$ cat src/rtl/bcd_pkg.sv
`timescale 1ns/1ps
package bcd_pkg;
   localparam int unsigned BCD_MAX_RATIO = 6;
   localparam int unsigned BCD_CNT_W     = $clog2(BCD_MAX_RATIO);

   typedef enum logic [1:0] {DIV2 = 2'b00, DIV3 = 2'b01, DIV4 = 2'b10, DIV6 = 2'b11} div_code_t;
   typedef enum logic [1:0] {LS_SUB = 2'b00, LS_OCO = 2'b01, LS_MAIN = 2'b10, LS_ALT = 2'b11} low_sel_t;

   // last count value of a period (ratio - 1)
   function automatic logic [BCD_CNT_W-1:0] div_last(input div_code_t code);
      case (code)
         DIV2:    div_last = BCD_CNT_W'(1);
         DIV3:    div_last = BCD_CNT_W'(2);
         DIV4:    div_last = BCD_CNT_W'(3);
         default: div_last = BCD_CNT_W'(BCD_MAX_RATIO - 1);
      endcase
   endfunction
endpackage

$ cat src/rtl/bcd_prescale.sv
`timescale 1ns/1ps
module bcd_prescale #(
   parameter int unsigned PRE_W = 2
) (
   input  logic clk,
   input  logic rst_n,
   input  logic in_en,
   output logic out_en
);
   generate
      if (PRE_W > 16) begin : g_bad_width
         $error("bcd_prescale: PRE_W must be 16 or less");
      end
      if (PRE_W == 0) begin : g_pass
         assign out_en = in_en;
      end else begin : g_count
         logic [PRE_W-1:0] cnt_q;
         logic             pulse_q;
         always_ff @(posedge clk or negedge rst_n) begin
            if (!rst_n) begin
               cnt_q   <= '0;
               pulse_q <= 1'b0;
            end else begin
               pulse_q <= in_en && (&cnt_q);
               if (in_en) cnt_q <= cnt_q + 1'b1;
            end
         end
         assign out_en = pulse_q;
      end
   endgenerate
endmodule

$ cat src/rtl/bcd_pll_div.sv
`timescale 1ns/1ps
module bcd_pll_div
   import bcd_pkg::*;
(
   input  logic      clk,
   input  logic      rst_n,
   input  logic      pll_en,
   input  div_code_t div_code,
   output logic      div_pulse
);
   logic [BCD_CNT_W-1:0] cnt_q;
   div_code_t            code_q;
   logic                 pulse_q;

   always_ff @(posedge clk or negedge rst_n) begin
      if (!rst_n) begin
         cnt_q   <= '0;
         code_q  <= DIV6;
         pulse_q <= 1'b0;
      end else if (pll_en) begin
         if (cnt_q == div_last(code_q)) begin
            cnt_q   <= '0;
            code_q  <= div_code;
            pulse_q <= 1'b1;
         end else begin
            cnt_q   <= cnt_q + 1'b1;
            pulse_q <= 1'b0;
         end
      end else begin
         pulse_q <= 1'b0;
      end
   end

   assign div_pulse = pulse_q;
endmodule

$ cat src/rtl/bcd_src_mux.sv
`timescale 1ns/1ps
module bcd_src_mux
   import bcd_pkg::*;
(
   input  logic     clk,
   input  logic     rst_n,
   input  logic     pll_pulse,
   input  logic     sub_pulse,
   input  logic     oco_pulse,
   input  logic     main_pulse,
   input  logic     src_sel,
   input  low_sel_t low_sel,
   output logic     act_src,
   output logic     act_pulse,
   output logic     base_en
);
   low_sel_t act_low_q;
   logic     act_src_q;
   logic     base_q;
   logic     low_pulse;

   always_comb begin
      case (act_low_q)
         LS_OCO:  low_pulse = oco_pulse;
         LS_MAIN: low_pulse = main_pulse;
         default: low_pulse = sub_pulse;
      endcase
   end

   assign act_pulse = act_src_q ? low_pulse : pll_pulse;

   always_ff @(posedge clk or negedge rst_n) begin
      if (!rst_n) begin
         act_src_q <= 1'b0;
         act_low_q <= LS_SUB;
         base_q    <= 1'b0;
      end else begin
         base_q <= act_pulse;
         if (act_pulse) begin
            act_src_q <= src_sel;
            act_low_q <= low_sel;
         end
      end
   end

   assign act_src = act_src_q;
   assign base_en = base_q;
endmodule

$ cat src/rtl/base_clk_div.sv
`timescale 1ns/1ps
module base_clk_div
   import bcd_pkg::*;
#(
   parameter int unsigned OCO_PRE_W  = 2,
   parameter int unsigned MAIN_PRE_W = 8
) (
   input  logic       clk,
   input  logic       rst_n,
   input  logic       pll_en,
   input  logic       sub_en,
   input  logic       oco_en,
   input  logic       main_en,
   input  logic       src_sel,
   input  logic [1:0] pll_div,
   input  logic [1:0] low_sel,
   output logic       base_en
);
   generate
      if (OCO_PRE_W == 0 || MAIN_PRE_W == 0) begin : g_bad_pre
         $error("base_clk_div: prescaler widths must be nonzero");
      end
   endgenerate

   logic div_pulse;
   logic oco_pulse;
   logic main_pulse;
   logic act_src;
   logic act_pulse;

   bcd_pll_div u_div (
      .clk(clk), .rst_n(rst_n), .pll_en(pll_en),
      .div_code(div_code_t'(pll_div)), .div_pulse(div_pulse)
   );

   bcd_prescale #(.PRE_W(OCO_PRE_W)) u_oco_pre (
      .clk(clk), .rst_n(rst_n), .in_en(oco_en), .out_en(oco_pulse)
   );

   bcd_prescale #(.PRE_W(MAIN_PRE_W)) u_main_pre (
      .clk(clk), .rst_n(rst_n), .in_en(main_en), .out_en(main_pulse)
   );

   bcd_src_mux u_mux (
      .clk(clk), .rst_n(rst_n),
      .pll_pulse(div_pulse), .sub_pulse(sub_en),
      .oco_pulse(oco_pulse), .main_pulse(main_pulse),
      .src_sel(src_sel), .low_sel(low_sel_t'(low_sel)),
      .act_src(act_src), .act_pulse(act_pulse), .base_en(base_en)
   );
endmodule

$ cat config.mk
export PLATFORM = sky130hd
export DESIGN_NAME = base_clk_div
export DESIGN_NICKNAME = d
export VERILOG_FILES = /design/src/rtl/bcd_pkg.sv /design/src/rtl/bcd_prescale.sv /design/src/rtl/bcd_pll_div.sv /design/src/rtl/bcd_src_mux.sv /design/src/rtl/base_clk_div.sv
export SDC_FILE = /design/constraint.sdc
export NUM_CORES = 1
export LEC_CHECK = 0
export BUFFER_PORTS_ARGS = -buffer_cell sky130_fd_sc_hd__buf_2
export CAP_MARGIN = 20
export CORE_MARGIN = 2
export CORE_UTILIZATION = 60
export DETAILED_ROUTE_END_ITERATION = 8
export PLACE_DENSITY = 0.81
export SKIP_LAST_GASP = 1
export SLEW_MARGIN = 10
export SYNTH_ARGS = -nofsm -noshare
export SYNTH_HDL_FRONTEND = slang
export SYNTH_HIERARCHICAL = 1
export SYNTH_SLANG_ARGS = --single-unit
$ cat constraint.sdc
create_clock -name clk -period 5 [get_ports clk]
set_clock_uncertainty 0.2 [all_clocks]
set_input_delay 0.75 -clock clk [delete_from_list [all_inputs] [get_ports clk]]
set_output_delay 0.75 -clock clk [all_outputs]
set_load 0.05 [all_outputs]
==> After elaboration in Yosys (flattened, before gate mapping) <==
Cells that the tools add are included.
{ "op_classes": {"n_bitwise": 0, "n_addsub": 3, "order_cmp": 0, "muxes": 7, "div_mod_pow": 0, "shift": 0, "multipliers": 0, "n_reduce_logical": 6, "eq_ne": 5} }
{ "op_table": {"columns": ["op", "count"], "rows": [
  ["3-bit one-hot mux with 3 select lines", 1],
  ["8-bit by 1-bit adder with 8-bit output, second input constant", 1],
  ["8-bit AND reduction", 1],
  ["3-bit two-way mux", 2],
  ["2-bit by 1-bit equality test with 1-bit output, second input constant", 2],
  ["2-bit equality test, second input constant", 2],
  ["2-bit AND reduction", 2],
  ["3-bit by 1-bit adder with 3-bit output, second input constant", 1],
  ["3-bit equality test", 1],
  ["1-bit two-way mux", 3],
  ["2-bit by 1-bit adder with 2-bit output, second input constant", 1],
  ["1-bit logical AND", 2],
  ["2-bit logical NOT", 1],
  ["1-bit one-hot mux with 2 select lines", 1]
]} }
{ "totals": {"elab_cells": 31, "ff_bits": 22, "ram_bits": 0, "latch_bits": 0, "romBits": 0, "memories": 0} }

==> Longest topological paths before layout <==
Gate-level depths: netlist (run 1).
{ "logic_depth": {"depth_word": 6, "ltp_mapped": 5, "mapped_depth_nobuf": 5} }

==> Modules after synthesis <==
Netlist (run 1), hierarchy kept.
{ "by_module_without_submodules": {"columns": ["mod", "cells_per_inst", "instances", "area_per_inst_um2", "seq_area_each_um2"], "rows": [
  ["bcd_prescale (u_main_pre)", 31, 1, 384.1, 225.2],
  ["bcd_pll_div", 32, 1, 370.4, 152.6],
  ["bcd_src_mux", 25, 1, 272.8, 100.1],
  ["bcd_prescale (u_oco_pre)", 7, 1, 118.9, 75.1]
]} }

==> Worst setup path after synthesis (run 1) <==
No wires, ideal clock.
{ "synth_path": {"path_type": "register to register", "from": "reg u_div.code_q[1]", "to": "reg u_div.code_q[0]", "t_required_ns": 4.715, "synth_period_minus_slack_ns": 1.837, "path_stages_with_launch": 6, "arrival_ns": 1.552, "setup_ns": 0.085, "path_buffers": 0, "setup_slack_ns": 3.163, "path_cell_list": "dfstp_2 > inv_1 > ha_1 > xor2_2 > nand4_2 > mux2_1"} }
{ "synth_via": {"elab_chain_len": 5, "word_cells_on_any_way": 7, "classes_between": "eq/ne (3); mux (2); reduce/logical (2)"} }
{ "synth_rtl": {"columns": ["element", "line", "source"], "rows": [
  ["start, declared", "bcd_pll_div.sv:12", "div_code_t code_q;"],
  ["start signal, assigned", "bcd_pll_div.sv:23", "code_q <= div_code;"],
  ["2-bit equality test (tied with other cells)", "bcd_pkg.sv:11", "case (code)"],
  ["3-bit one-hot mux with 3 select lines (*)", "bcd_pkg.sv:11", null],
  ["3-bit two-way mux (*)", "bcd_pll_div.sv:20", "end else if (pll_en) begin"],
  ["3-bit equality test (*)", "bcd_pll_div.sv:21", "if (cnt_q == div_last(code_q)) begin"],
  ["2-bit AND reduction (no source line) (*)", null, null]
]} }
Every way passes the cells marked *; elsewhere a longest branch is shown, timed or not. The select of a mux whose other input is x is not followed.
A chain may end at the register's enable or synchronous reset.

==> Worst setup path after layout (run 1) <==
Same ends and word-level chain as after synthesis.

==> flow_summary.json, run 1 <==
{
  "start_util_pct": 65.0,
  "synth_flop_cell": "dfrtp_1",
  "antenna_cells": 0,
  "swShare_pct": 36.9,
  "path_cells": "inv_1 -> ha_1 -> xor2_2 -> nand4_2 -> mux2_1",
  "synth_cell_types": 33,
  "met2_usage_pct": 35.7,
  "clockPowerShare_pct": 16.2,
  "ys_seq_elements": 22,
  "final_net_count": 129,
  "ant_nets": 0,
  "track_usage_pct": 20.3,
  "syn_inst": 95,
  "maxSlewHeadroom_pct": 69.1,
  "clkLatencyLatePin_ns": 0.30,
  "area_delta_synth_final_pct": 12.1,
  "design.core.area_sq_um": 1760,
  "die-width_microns": 47.7,
  "wl_per_cell_microns": 13.1,
  "root_buffer": "clkbuf_4",
  "antenna_found_initial": 0,
  "first_iter_violations": 7,
  "hold_path_class": "in -> async",
  "dp.cells": 131,
  "grt_use_met1_pct": 20.8,
  "cts_setup_buffers": 0,
  "p_per_area_nw_per_um2": 639,
  "worst_setup_path_start_kind": "flop",
  "period_minus_slack_ns": 1.98,
  "grt_pass1_vias": 781,
  "path_class": "reg -> reg",
  "worstSetupEndpointType": "flop",
  "grt_overflow": 0,
  "fin_cells": 135,
  "comb_power_share_pct": 42.4,
  "slew_viol_final": 0,
  "power_frac_seq_pct": 41.4,
  "hold_viol": 0,
  "cts_made_buffers": 3,
  "cap_viol_max_count": 0,
  "cpLargestDelayFamily": "flip-flops",
  "cp_slowest_cell": "dfstp_2",
  "cp_max_fo": 4,
  "drive_above_1_share_pct": 29.1,
  "peakVddDrop_v": 0.000403,
  "max_freq_ghz": 0.506,
  "place_congestion": 0.842,
  "finalSetupViolations": 0,
  "drtPass1Iterations": 4,
  "dp_hpwl_mm": 1.40,
  "async_flop_share_pct": 100,
  "grt-busiest-layer": "met2",
  "syn-num-nets": 113,
  "rsz0062_at_grt": "no",
  "status": "finished, final reports clean",
  "internal_power_w": 0.000518,
  "yosysSeqAreaShare_pct": 48.3,
  "fp.dieArea_sq_um": 2280,
  "period_share_pct": 39.5,
  "timing.setup.tns_ns": 0,
  "p_leak_nw": 0.623,
  "cts_sinks": 22,
  "viasPerCell": 5.70,
  "clk_pin_slew_ns": 0.12,
  "wirelength_mm": 1.77,
  "row_count": 15,
  "grt_pass1_wl_mm": 3.07,
  "use_met3_pct": 5.28,
  "synth.cell_area_sq_um": 1150,
  "critPathRequiredTime_ns": 5.04,
  "whs_ns": 0.180,
  "p_sw_w": 0.000303,
  "yosysWarnings": 6,
  "crit_arrival_ns": 2.01,
  "pre_cts_slack_ns": 3.07,
  "routed-via-count": 769,
  "ctsHoldBuffers": 0,
  "layout_common_cells": "20 x dfrtp_1, 11 x buf_2, 10 x inv_1",
  "slowest_delay_ns": 0.56,
  "layout_commonest_cell": "dfrtp_1",
  "stdcell_area_sq_um": 1280,
  "ios": 12,
  "htreeDepth": 1,
  "synth_edf_count": 0,
  "io_buffers": 11,
  "cts_resized": 0,
  "grt_max_degree": 23,
  "placed_area_sq_um": 1230,
  "cts.path.max_buffers": 2,
  "tightest_slew_ns": 0.463,
  "route.detailed.drc": 0,
  "die_h_microns": 47.7,
  "avgSynthCellArea_sq_um": 12.1,
  "critical_path_buf_inv_count": 1,
  "setup_slack_ns": 3.02,
  "cts_tree": "built"
}
-- per-stage QoR --
| step | util (%) | total power (W) |
|---|---|---|
| 6_report | 72.8 | 0.000821 |
| 3_3_place_gp | 69.9 | 0.000665 |
| 5_1_grt | 72.8 | 0.000888 |
| 2_1_floorplan | - | 0.000614 |
| 3_5_place_dp | 69.9 | 0.000691 |
| 4_1_cts | 72.8 | 0.000826 |
-- worst reg2reg max path: cells and delay by family (launching register included) --
family                     cells  cell delay (ns)
DFF                            1             0.56
muxes                          1             0.35
adders and majority gates      1             0.34
xor gates and xnor gates       1             0.24
buffers and inverters          1             0.04
and+or+nand+nor                1             0.19
-- per-layer routing --
layer / routed length (microns) / share of wire, %
met3: 55 / 3.1
met1: 750 / 42
met5: 0 / 0
met2: 949 / 54
met4: 18 / 1.0
-- final timing paths --
path	startpoint	end	slack, ns	depth (start not counted)
worst min register to register	u_main_pre/g_count.cnt_q[6]	u_main_pre/g_count.cnt_q[6]	0.29	1
worst max register to register	u_div/code_q[1]	u_div/code_q[0]	3.02	5
worst max-delay path	u_div/code_q[1]	u_div/code_q[0]	3.02	5
max in group asynchronous	rst_n	u_div/code_q[1]	4.07	1
worst min-delay path	rst_n	u_main_pre/g_count.cnt_q[2]	0.18	1
min in group clk	u_main_pre/g_count.cnt_q[6]	u_main_pre/g_count.cnt_q[6]	0.29	1
-- logic make-up after synthesis --
kind of cell,synth area share [%]
compound gates,9.28
buf+inv,3.28
xor+xnor,10.5
fa+ha+maj,7.64
flops,48.3
simple gates,13.2
mux,7.86
-- sequential cells by signal (all words and copies together) (netlist names) --
signal / cells
u_oco_pre/g_count.cnt_q: 2
u_mux/act_low_q: 2
u_oco_pre/out_en: 1
u_mux/act_src: 1
u_mux/base_en: 1
u_main_pre/g_count.cnt_q: 8
u_main_pre/out_en: 1
u_div/code_q: 2
u_div/cnt_q: 3
u_div/div_pulse: 1
-- cell usage after synthesis (3+ instances only) --
cell     count  share of area [%]
dfrtp_1     20                 44
inv_1       10                3.3
ha_1         7                7.6
nand3_1      6                2.6
xnor2_1      6                4.6
nand2_1      5                1.6
xor2_1       4                3.1
mux2_4       3                3.9
-- power by group through the flow --
stage	Sequential [W]	Combinational, W	Clock [W]
finish	0.000340	0.000348	0.000133
detailed placement	0.000344	0.000347	0
global route	0.000350	0.000393	0.000145
global placement	0.000339	0.000327	0
floorplan	0.000331	0.000283	0
CTS	0.000340	0.000350	0.000137
-- layout make-up --
class,count,area [sq um]
inverters,10,37.5
clock buffers,3,22.5
repair buffers,11,55.1
fillers,139,479
flip-flops and latches,22,553
multi-input cells,63,556
clock inverters,1,30.0
well taps,25,31.3
Power figures use the tool's default switching activity.
==> run 2, diff against run 1 <==
--- a/config.mk
+++ b/config.mk
@@ -5,12 +5,13 @@
 export SDC_FILE = /design/constraint.sdc
 export NUM_CORES = 1
 export LEC_CHECK = 0
+export ABC_AREA = 1
 export BUFFER_PORTS_ARGS = -buffer_cell sky130_fd_sc_hd__buf_2
 export CAP_MARGIN = 20
 export CORE_MARGIN = 2
-export CORE_UTILIZATION = 60
+export CORE_UTILIZATION = 56
 export DETAILED_ROUTE_END_ITERATION = 8
-export PLACE_DENSITY = 0.81
+export PLACE_DENSITY = 0.76
 export SKIP_LAST_GASP = 1
 export SLEW_MARGIN = 10
 export SYNTH_ARGS = -nofsm -noshare
==> constraint.sdc (replaced) <==
create_clock -name clk -period 2 [get_ports clk]
set_clock_uncertainty 0.2 [all_clocks]
set_input_delay 0.3 -clock clk [delete_from_list [all_inputs] [get_ports clk]]
set_output_delay 0.3 -clock clk [all_outputs]
set_load 0.05 [all_outputs]
==> flow_summary.json, run 2 <==
{
  "yosysMostFrequentCell": "nand2_1",
  "p_leak_nw": 0.724,
  "design.core.area_sq_um": 1960,
  "synth_edf_count": 0,
  "synthMuxAreaShare_pct": 0.975,
  "cts_sinks": 22,
  "grt_pass1_vias": 775,
  "max_freq_ghz": 0.595,
  "status": "finished, final reports clean",
  "final_util_pct": 66.0,
  "io_buffers": 11,
  "root_buffer": "clkbuf_4",
  "synth_fa_ha_area_share_pct": 7.58,
  "synth_top_cell_area_share_pct": 43.3,
  "yosys.area_share.simple_pct": 28.5,
  "first_iter_violations": 10,
  "largest_reg_flops": 8,
  "layout_common_cells": "46 x nand2_1, 21 x inv_1, 20 x dfrtp_1",
  "ys_seq_elements": 22,
  "yosysSeqAreaShare_pct": 47.9,
  "grt_max_degree": 23,
  "wl_per_cell_microns": 9.23,
  "start_util_pct": 58.9,
  "cpMostUsedCell": "nand2_1",
  "hold_viol": 0,
  "largest_register": "u_main_pre/g_count.cnt_q",
  "path_cells": "inv_1 -> ha_1 -> inv_1 -> nand2_1 -> nand2_2 -> nor2_4 -> nand2_1 -> nand2_1 -> o21ai_1",
  "fillers": 182,
  "p_per_area_nw_per_um2": 1400,
  "cts_tree": "built",
  "ant_nets": 0,
  "avgSynthCellArea_sq_um": 8.62,
  "syn_inst": 134,
  "track_usage_pct": 16.0,
  "worst_setup_path_start_kind": "flop",
  "seqCellArea_sq_um": 553,
  "cap_viol_max_count": 0,
  "syn-num-nets": 152,
  "htreeDepth": 1,
  "critical_path_buf_inv_count": 2,
  "clkLatencyLatePin_ns": 0.29,
  "cp_slowest_cell": "dfstp_2",
  "hold_path_class": "in -> reg",
  "route.detailed.drc": 0,
  "r2r_slack_ns": 0.32,
  "netlist_top_cells_count": "46 x nand2_1, 21 x inv_1, 20 x dfrtp_1, 7 x ha_1, 6 x nand3_1",
  "cpLargestDelayFamily": "flip-flops",
  "period_share_pct": 84.0,
  "grt_overflow": 0,
  "synth-compound-area-share_pct": 1.63,
  "tightest_slew_ns": 0.464,
  "cts.path.max_buffers": 2,
  "routed-via-count": 830,
  "cts_setup_buffers": 0,
  "crit_arrival_ns": 1.68,
  "slew_viol_final": 0,
  "ios": 12,
  "drtPass1Iterations": 4,
  "slowest_delay_ns": 0.56,
  "synth_top_family_by_area": "simple AND/OR/NAND/NOR gates",
  "async_flop_share_pct": 100,
  "final_net_count": 170,
  "layout_commonest_cell": "nand2_1",
  "antenna_cells": 0,
  "cts_resized": 0,
  "path_class": "reg -> reg",
  "clk_pin_slew_ns": 0.11,
  "dp_hpwl_mm": 1.31,
  "period_minus_slack_ns": 1.68,
  "antenna_found_initial": 0,
  "place_congestion": 0.748,
  "synth.cell_area_sq_um": 1150,
  "wirelength_mm": 1.64,
  "peakVddDrop_v": 0.000850,
  "critPathRequiredTime_ns": 2.00,
  "cp_max_fo": 3,
  "rsz0062_at_grt": "no",
  "top_regs": "u_main_pre/g_count.cnt_q x8, u_div/cnt_q x3",
  "drive_above_1_share_pct": 21.2,
  "viasPerCell": 4.66,
  "cts_made_buffers": 3,
  "yosys.area.top_type": "dfrtp_1",
  "yosysWarnings": 6,
  "grt_pass1_wl_mm": 3.06,
  "die_h_microns": 49.4,
  "synth_flop_cell": "dfrtp_1",
  "yosys-top-cells-area": "dfrtp_1 43%, nand2_1 15%, ha_1 7.6%",
  "timing.setup.tns_ns": 0,
  "maxSlewHeadroom_pct": 69.1,
  "synth_cell_types": 21,
  "multi_input_area_sq_um": 507,
  "worstSetupEndpointType": "flop",
  "row_count": 16,
  "synth_xor_area_share_pct": 5.20,
  "fp.dieArea_sq_um": 2440,
  "die-width_microns": 49.4,
  "area_delta_synth_final_pct": 12.1,
  "finalSetupViolations": 0
}
[run 2: changes by cell type after synthesis, sizes merged, moves of 3 or more]
cell,before,now
xnor2,6,3
nor2,2,6
mux2,7,1
xor2,6,3
inv,10,24
nand2,5,52
[run 2: power breakdown]
| part | switching (W) | internal [W] |
|---|---|---|
| clock network | 0.000114 | 0.0000775 |
| logic | 0.000487 | 0.000336 |
| registers | 0.000159 | 0.000641 |
| total | 0.000760 | 0.00105 |
[run 2: cell families (layout without fill, tap and decap cells)]
family / count (synthesis) / in the layout
AND/OR/NAND/NOR: 70 / 70
buffers and inverters: 25 / 42
flip-flops: 22 / 22
adder cells (fa/ha/maj): 7 / 7
XOR/XNOR: 6 / 6
AO/OA/AOI/OAI: 3 / 3
multiplexers: 1 / 1
[run 2: cell type report]
class | count | share of cell area, %
Inverter | 24 | 6.96
Clock buffer | 4 | 2.03
Timing Repair Buffer | 14 | 6.57
Multi-Input combinational cell | 87 | 39.1
Sequential cell | 22 | 42.7
Tap cell | 27 | 2.61
[run 2: timing repair]
item | 4_1_cts | 5_1_grt
endpoints found under the hold margin | 22 | 0
hold buffers | 3 | 0
endpoints found under the setup margin | 0 | 0
[run 2: worst paths after layout]
check                                                  from                     endpoint  depth (start not counted)
worst max-delay path                        u_div/code_q[1]               u_div/cnt_q[0]                          9
min in group asynchronous                             rst_n  u_main_pre/g_count.cnt_q[3]                          2
worst max register to register              u_div/code_q[1]               u_div/cnt_q[0]                          9
worst min register to register  u_main_pre/g_count.cnt_q[7]  u_main_pre/g_count.cnt_q[7]                          2
max in group asynchronous                             rst_n              u_div/code_q[0]                          2
worst min-delay path                                src_sel                u_mux/act_src                          3
[run 2: layer usage]
layer  track usage, %  vias to the layer above  share of wire [%]
met4             5.56                        0               0.85
met2             27.3                       13                 49
met1             20.3                      372                 48
met5                0                        -                  0
li1                 -                      443                  -
met3             3.07                        2                2.8
[run 2: stage by stage]
stage	hold WS, ns	total power (W)	std cells	instance area (sq um)	worst slack [ns]
floorplan	-0.196	0.00148	134	1150	0.397
global placement	0.0819	0.00159	171	1240	0.366
detailed placement	0.0790	0.00164	171	1240	0.324
CTS	0.00202	0.00184	178	1290	0.317
global route	0.00950	0.00200	178	1290	0.209
finish	0.0138	0.00181	178	1290	0.319
[run 2: worst reg2reg max path: cells and delay by family (launching register included)]
family	cells	cell delay, ns
and+or+nand+nor	5	0.38
AOI/OAI and AO/OA	1	0.05
buffers and inverters	2	0.10
DFF	1	0.56
adders and majority gates	1	0.30
